===== src/rtl/icq_pkg.sv =====
package icq_pkg;

  typedef enum logic [1:0] {
    EDGE_OFF  = 2'b00,
    EDGE_RISE = 2'b01,
    EDGE_FALL = 2'b10,
    EDGE_ANY  = 2'b11
  } edge_mode_e;

  // Decide whether a level change between two samples is a selected edge.
  function automatic logic edge_seen(edge_mode_e mode, logic prev, logic cur);
    logic went_up;
    logic went_down;
    went_up   = cur & ~prev;
    went_down = ~cur & prev;
    case (mode)
      EDGE_RISE: edge_seen = went_up;
      EDGE_FALL: edge_seen = went_down;
      EDGE_ANY:  edge_seen = went_up | went_down;
      default:   edge_seen = 1'b0;
    endcase
  endfunction

endpackage


===== src/rtl/icq_counter.sv =====
module icq_counter #(
  parameter int W = 16
) (
  input  logic         clk,
  input  logic         rst_n,
  input  logic         mod_en,
  input  logic [W-1:0] mod_cmp,
  output logic [W-1:0] cnt
);

  localparam logic [W-1:0] ONE = {{(W-1){1'b0}}, 1'b1};

  // Next counter value: clear after dwelling on a nonzero compare value.
  function automatic logic [W-1:0] next_count(logic [W-1:0] cur, logic en,
                                              logic [W-1:0] cmp);
    if (en && (cmp != '0) && (cur == cmp)) next_count = '0;
    else                                    next_count = cur + ONE;
  endfunction

  always_ff @(posedge clk) begin
    if (!rst_n) cnt <= '0;
    else        cnt <= next_count(cnt, mod_en, mod_cmp);
  end

endmodule


===== src/rtl/icq_edge.sv =====
module icq_edge
  import icq_pkg::*;
(
  input  logic       clk,
  input  logic       rst_n,
  input  logic       pin_i,
  input  logic       mode_wr,
  input  logic [1:0] mode_wdata,
  output logic       edge_hit,
  output logic       arm
);

  edge_mode_e mode_q;
  logic       prev_q;

  // A nonzero mode write re-arms the channel in this clock.
  assign arm      = mode_wr && (edge_mode_e'(mode_wdata) != EDGE_OFF);
  assign edge_hit = edge_seen(mode_q, prev_q, pin_i);

  always_ff @(posedge clk) begin
    if (!rst_n) begin
      mode_q <= EDGE_OFF;
      prev_q <= 1'b0;
    end else begin
      prev_q <= pin_i;
      if (mode_wr) mode_q <= edge_mode_e'(mode_wdata);
    end
  end

endmodule


===== src/rtl/icq_store.sv =====
module icq_store #(
  parameter int W = 16
) (
  input  logic         clk,
  input  logic         rst_n,
  input  logic         edge_hit,
  input  logic         arm,
  input  logic         nov_i,
  input  logic [W-1:0] cnt,
  input  logic         rd_cap,
  input  logic         rd_hold,
  input  logic         flag_clr,
  output logic [W-1:0] cap_q,
  output logic [W-1:0] hold_q,
  output logic         cap_full,
  output logic         hold_full,
  output logic         lock,
  output logic         flag,
  output logic         edge_take,
  output logic         push_hold
);

  logic cap_full_n;
  logic hold_full_n;
  logic lock_n;

  assign edge_take = edge_hit && !arm && (!nov_i || !lock);
  assign push_hold = edge_take && cap_full;

  // Stores win over read strobes; a re-arm empties everything.
  always_comb begin
    if (arm)            cap_full_n = 1'b0;
    else if (edge_take) cap_full_n = 1'b1;
    else if (rd_cap)    cap_full_n = 1'b0;
    else                cap_full_n = cap_full;

    if (arm)            hold_full_n = 1'b0;
    else if (push_hold) hold_full_n = 1'b1;
    else if (rd_hold)   hold_full_n = 1'b0;
    else                hold_full_n = hold_full;

    if (arm)                            lock_n = 1'b0;
    else if (cap_full_n && hold_full_n) lock_n = 1'b1;
    else if (!cap_full_n && !hold_full_n) lock_n = 1'b0;
    else                                lock_n = lock;
  end

  always_ff @(posedge clk) begin
    if (!rst_n) begin
      cap_q     <= '0;
      hold_q    <= '0;
      cap_full  <= 1'b0;
      hold_full <= 1'b0;
      lock      <= 1'b0;
      flag      <= 1'b0;
    end else begin
      cap_full  <= cap_full_n;
      hold_full <= hold_full_n;
      lock      <= lock_n;
      if (edge_take) cap_q  <= cnt;
      if (push_hold) hold_q <= cap_q;
      if (push_hold)     flag <= 1'b1;
      else if (flag_clr) flag <= 1'b0;
    end
  end

endmodule


===== src/rtl/icq_channel.sv =====
module icq_channel #(
  parameter int W = 16
) (
  input  logic         clk,
  input  logic         rst_n,
  input  logic         mod_en,
  input  logic [W-1:0] mod_cmp,
  output logic [W-1:0] cnt_o,
  input  logic         pin_i,
  input  logic         mode_wr,
  input  logic [1:0]   mode_wdata,
  input  logic         nov_i,
  input  logic         rd_cap,
  input  logic         rd_hold,
  input  logic         flag_clr,
  output logic [W-1:0] cap_o,
  output logic [W-1:0] hold_o,
  output logic         flag_o
);

  // Internal events brought out by name for the checker.
  logic edge_hit;
  logic arm;
  logic edge_take;
  logic push_hold;
  logic cap_full;
  logic hold_full;
  logic lock;

  icq_counter #(.W(W)) u_cnt (
    .clk     (clk),
    .rst_n   (rst_n),
    .mod_en  (mod_en),
    .mod_cmp (mod_cmp),
    .cnt     (cnt_o)
  );

  icq_edge u_edge (
    .clk        (clk),
    .rst_n      (rst_n),
    .pin_i      (pin_i),
    .mode_wr    (mode_wr),
    .mode_wdata (mode_wdata),
    .edge_hit   (edge_hit),
    .arm        (arm)
  );

  icq_store #(.W(W)) u_store (
    .clk       (clk),
    .rst_n     (rst_n),
    .edge_hit  (edge_hit),
    .arm       (arm),
    .nov_i     (nov_i),
    .cnt       (cnt_o),
    .rd_cap    (rd_cap),
    .rd_hold   (rd_hold),
    .flag_clr  (flag_clr),
    .cap_q     (cap_o),
    .hold_q    (hold_o),
    .cap_full  (cap_full),
    .hold_full (hold_full),
    .lock      (lock),
    .flag      (flag_o),
    .edge_take (edge_take),
    .push_hold (push_hold)
  );

endmodule


===== config.mk =====
export PLATFORM = sky130hd
export DESIGN_NAME = icq_channel
export DESIGN_NICKNAME = d
export VERILOG_FILES = /design/src/rtl/icq_pkg.sv /design/src/rtl/icq_counter.sv /design/src/rtl/icq_edge.sv /design/src/rtl/icq_store.sv /design/src/rtl/icq_channel.sv
export SDC_FILE = /design/constraint.sdc
export NUM_CORES = 1
export LEC_CHECK = 0
export BUFFER_PORTS_ARGS = -buffer_cell sky130_fd_sc_hd__buf_2
export CAP_MARGIN = 0
export CORE_MARGIN = 8
export CORE_UTILIZATION = 30
export CTS_BUF_LIST = sky130_fd_sc_hd__clkbuf_16
export DETAILED_ROUTE_END_ITERATION = 12
export GPL_ROUTABILITY_DRIVEN = 0
export GPL_TIMING_DRIVEN = 0
export PLACE_DENSITY = 0.52
export REMOVE_ABC_BUFFERS = 1
export SLEW_MARGIN = 10
export SYNTH_ARGS = -nofsm -noshare
export SYNTH_HDL_FRONTEND = slang
export SYNTH_SLANG_ARGS = --single-unit

===== constraint.sdc =====
create_clock -name clk -period 6 [get_ports clk]
set_input_delay 0.9 -clock clk [delete_from_list [all_inputs] [get_ports clk]]
set_output_delay 0.9 -clock clk [all_outputs]
set_load 0.01 [all_outputs]

After elaboration in Yosys (flattened, before gate mapping)
Index checks and enable logic that the tools add are counted.

Bits in registers: 55. Bits of input ports: 27. Output and inout bits: 49.

Add/subtract/negate cells: 1. Equality and inequality tests: 4. Mux-type cells: 11. Bitwise operators: 6. Reduce and logical (&&, ||, !) cells: 20.

Operators with widths (number): adder 16 x 1 -> 16 bit (second input constant) (1); == test 16 bit (1); nonzero test 16 bit (1); two-way mux 1 bit (10); logical AND 1 bit (8); nonzero test 2 bit (3); logical NOT 1 bit (5); == test 2 bit (second input constant) (2); OR reduction 2 bit (2); NOT 1 bit (3); case mux 1 bit (3 select lines) (1); bitwise AND 1 bit (2); == test 2 x 1 -> 1 bit (second input constant) (1); logical OR 1 bit (1); bitwise OR 1 bit (1).

Depth between registers and ports, before layout
Depth in word-level cells: 13. Gate-level depth with buffers: 9. Gate-level depth less buffers: 9.

Cells and area by module
Synthesis repeated with hierarchy kept, for this count alone.

Cells, all modules: 301. Area, all modules: 2658.8 um2.

Modules (own cells, without submodules): icq_store (times used 1, cells each 168, area an instance 1537.7 um2); icq_counter (times used 1, cells each 115, area an instance 955.9 um2); icq_edge (times used 1, cells each 18, area an instance 165.2 um2).

Worst setup path after synthesis
Ideal clock, no wire load.

Kind: input to register. Start point: input pin_i. End point: register u_store.lock. Library setup time: 116 ps. Arrival time: 2549 ps. Setup slack: 3335 ps. Cell stages on the path: 9. Path buffers: 0. Cell sequence: inv_1 ha_1 nand2b_1 a21boi_0 o211a_1 o21bai_1 ha_1 mux2_2 and3_1.

Elaborated cells on any way between the ends: 18.

RTL lines: from (decl) (RTL line icq_channel.sv:9) `input logic pin_i,`; NOT 1 bit (RTL line icq_pkg.sv:15) `went_down = ~cur & prev;`; bitwise AND 1 bit (RTL line icq_pkg.sv:15); bitwise OR 1 bit (RTL line icq_pkg.sv:19) `EDGE_ANY: edge_seen = went_up | went_down;`; case mux 1 bit (3 select lines) * (RTL line icq_pkg.sv:16) `case (mode)`; logical AND 1 bit * (2 in series) (RTL line icq_store.sv:27) `assign edge_take = edge_hit && !arm && (!nov_i || !lock);`; two-way mux 1 bit * (RTL line icq_store.sv:33) `else if (edge_take) cap_full_n = 1'b1;`; two-way mux 1 bit * (RTL line icq_store.sv:32) `if (arm) cap_full_n = 1'b0;`; net u_store.cap_full_n (RTL line icq_store.sv:23) `logic cap_full_n;`; logical NOT 1 bit (RTL line icq_store.sv:44) `else if (!cap_full_n && !hold_full_n) lock_n = 1'b0;`; logical AND 1 bit (RTL line icq_store.sv:44); nonzero test 2 bit (no line); to (signal assigned) (RTL line icq_store.sv:59) `lock <= lock_n;`; to (decl) (RTL line icq_store.sv:17) `output logic lock,`.

The timed path passes the listed nets; every way through them passes the cells marked *. A chain may end at the register's enable or synchronous reset.

Worst setup path in the final report
Same ends and word-level chain as after synthesis.

==> results.json <==
{
  "area_growth_syn_to_layout_pct": 25.9,
  "grt_pass1_vias": 1931,
  "p_int_uw": 542,
  "syn_area_um2": 2300,
  "slew-limit-headroom": 0.325,
  "fmax_mhz": 304,
  "initial_core_util": 0.304,
  "arrival_ns": 3.47,
  "slew_viol_final": 0,
  "drtIter0Drc": 48,
  "clockPowerShare": 0.413,
  "tns_ns": 0,
  "clk_pin_slew_ns": 0.07,
  "setup_viol": 0,
  "drcViolationCount": 0,
  "synthCells": 264,
  "synth_area_per_cell_um2": 8.73,
  "ff2ff_setup_slack_ns": 3.17,
  "cts_root_buf": "clkbuf_16",
  "drive_above_1_share": 0.263,
  "fin_crit_sh": 0.548,
  "drt_wl_total_um": 6100,
  "worst_pin_slew_ns": 1.01,
  "die_height_um": 104,
  "track_usage": 0.114,
  "dp_hpwl_um": 4620,
  "ant_nets": 0,
  "fp-row-count": 32,
  "rsz0062_at_grt": "false",
  "ir_drop_uv": 148,
  "hold_depth": 2,
  "cts_tree": "done",
  "power_density_nw_per_um2": 243,
  "num_io_pins": 76,
  "grt_max_degree": 57,
  "cts_resized": 0,
  "combPwrFrac": 0.059,
  "cts_max_path_buffers": 2,
  "switching_share": 0.232,
  "crit_path_end_kind": "flip-flop",
  "vias_per_cell": 4.57,
  "drtPass1Iterations": 4,
  "synth.area.top_cells": "dfxtp_1, nand3_1, o21ai_0, xor2_1, nand2_1",
  "nets": 361,
  "cp-start-kind": "input pin",
  "yosys.area.top_type_share": 0.478,
  "fin_skew_ns": 0.00409,
  "ys_ff_latch": 55,
  "cts_buffers": 5,
  "cts_setup_buffers": 0,
  "synth.largest_area_cell": "dfxtp_1",
  "grt_use_met3": 0.0378,
  "wl_per_cell_um": 14.1,
  "hold_class": "flip-flop to flip-flop",
  "clock_latency_ns": 0.29,
  "power_leakage_uw": 0.00126,
  "grt_overflow_total": 0,
  "worstHoldEndpoint": "u_store.hold_q[5]",
  "met2_usage": 0.186,
  "r2r-end": "u_store.lock",
  "critPathMaxFanout": 33,
  "ys_seq_area_frac": 0.478,
  "clock-sinks": 55,
  "max-cap-violations": 0,
  "core-area_um2": 7570,
  "crit_required_ns": 6.18,
  "die_area_um2": 10700,
  "placed_area_um2": 2750,
  "status": "finished, final reports clean",
  "p_sw_uw": 163,
  "final_hold_viol_count": 0,
  "diodes": 0,
  "portBuffers": 75,
  "seqPwrFrac": 0.528,
  "die_w_um": 104,
  "regToRegStartpoint": "u_edge.prev_q",
  "antenna_found_initial": 1,
  "period_minus_slack_ns": 3.29,
  "finish.instance_area_um2": 2900,
  "htree_levels": 2,
  "path_class": "input pin to flip-flop",
  "hold_buffers": 0,
  "hp-start": "u_store.hold_q[5]",
  "gr-usage-met1": 0.138,
  "reg2regPathDepth": 8,
  "grt_pass1_wl_um": 10200,
  "yosys.cell_types.count": 31,
  "yosys_warnings": 0,
  "num_vias": 1979,
  "grt-busiest-layer": "met2"
}
==> critical path, stage by stage <==
cell      delay (ns)
buf_2           0.10
inv_1           0.04
ha_1            0.27
nand2b_1        0.14
a21boi_0        0.27
o211a_1         0.81
o21bai_1        0.24
ha_1            0.26
mux2_2          0.26
and3_1          0.17
==> layout make-up <==
| type | instances | area, um^2 |
|---|---|---|
| clock buffers | 5 | 125 |
| clock inverters | 3 | 23.8 |
| fillers | 812 | 4670 |
| inverters | 4 | 15.0 |
| multi-input cells | 188 | 1100 |
| flip-flops and latches | 55 | 1100 |
| well taps | 102 | 128 |
| repair buffers | 76 | 403 |
==> how the worst max path moves through the flow <==
stage | startpoint | end | slack [ns] | cells past startpoint
CTS | pin_i | u_store.lock | 2.68 | 10
global placement | pin_i | u_store.lock | 1.70 | 10
floorplan | pin_i | u_store.lock | 2.55 | 9
finish | pin_i | u_store.lock | 2.71 | 10
global route | pin_i | u_store.lock | 2.49 | 10
detailed placement | pin_i | u_store.lock | 2.37 | 10
==> cell families (layout without fill, tap and decap cells) <==
| kind of cell | after synthesis | in the layout | share of synthesized area |
|---|---|---|---|
| AOI/OAI and AO/OA | 43 | 43 | 0.110 |
| xor gates and xnor gates | 26 | 26 | 0.0989 |
| adders and majority gates | 4 | 4 | 0.0217 |
| buffers and inverters | 21 | 88 | 0.0440 |
| DFF | 55 | 55 | 0.478 |
| muxes | 3 | 3 | 0.0136 |
| and+or+nand+nor | 112 | 112 | 0.234 |
==> layout by cell type, fill, tap and decap left out <==
master,count
clkbuf_16,5
nor2b_1,2
buf_2,75
a21oi_1,1
o41ai_4,1
nor2_1,20
o21ai_0,34
nand4_1,6
and4_1,1
nor4_1,6
buf_16,1
mux2i_1,2
nor3_1,4
mux2_2,1
nand3_1,35
dfxtp_1,55
xor2_1,16
inv_1,4
inv_6,1
o21ai_2,1
a21boi_0,2
and3_1,2
clkinvlp_4,2
nand2b_1,4
o21bai_1,1
nand2_1,27
ha_1,4
xnor2_1,10
nor3b_1,1
a31oi_1,2
and2_1,3
nand3b_1,1
o211a_1,1
==> power by group through the flow <==
stage	logic [uW]	registers, uW	clock network, uW
after floorplan	17.6	381	0
after global placement	41.4	381	0
after detailed placement	42.2	381	0
after CTS	42.3	372	304
after global routing	46.8	373	315
final	41.5	372	291
==> cells in the mapped netlist (all sizes together) <==
master and instances:
a21boi 2, a21oi 1, a31oi 2, and2 3, and3 2, and4 1, buf 4, clkbuf 13
dfxtp 55, ha 4, inv 4, mux2 1, mux2i 2, nand2 27, nand2b 4, nand3 35
nand3b 1, nand4 6, nor2 20, nor2b 2, nor3 4, nor3b 1, nor4 6, o211a 1
o21ai 35, o21bai 1, o41ai 1, xnor2 10, xor2 16
==> metrics by stage <==
step	cells	util	total power, uW	setup WS (ns)	hold WS, ns
floorplan	247	-	398	2.55	0.494
global placement	424	0.359	422	1.70	0.451
detailed placement	425	0.364	423	2.37	0.459
CTS	433	0.383	718	2.68	0.474
global route	433	0.383	735	2.49	0.497
finish	433	0.383	705	2.71	0.469
==> flip-flops by register name (all words and copies together) (netlist names) <==
register / count
u_store.lock: 1
u_edge.prev_q: 1
u_store.flag: 1
u_store.cap_full: 1
u_store.hold_full: 1
u_cnt.cnt: 16
u_edge.mode_q: 2
u_store.cap_q: 16
u_store.hold_q: 16
==> metal layers <==
metal / vias to the layer above / part of all wire
li1: 1037 / -
met1: 892 / 0.46
met2: 41 / 0.47
met3: 7 / 0.054
met4: 2 / 0.014
met5: - / 0.0021
No activity file was read; power rests on OpenSTA's default activity.
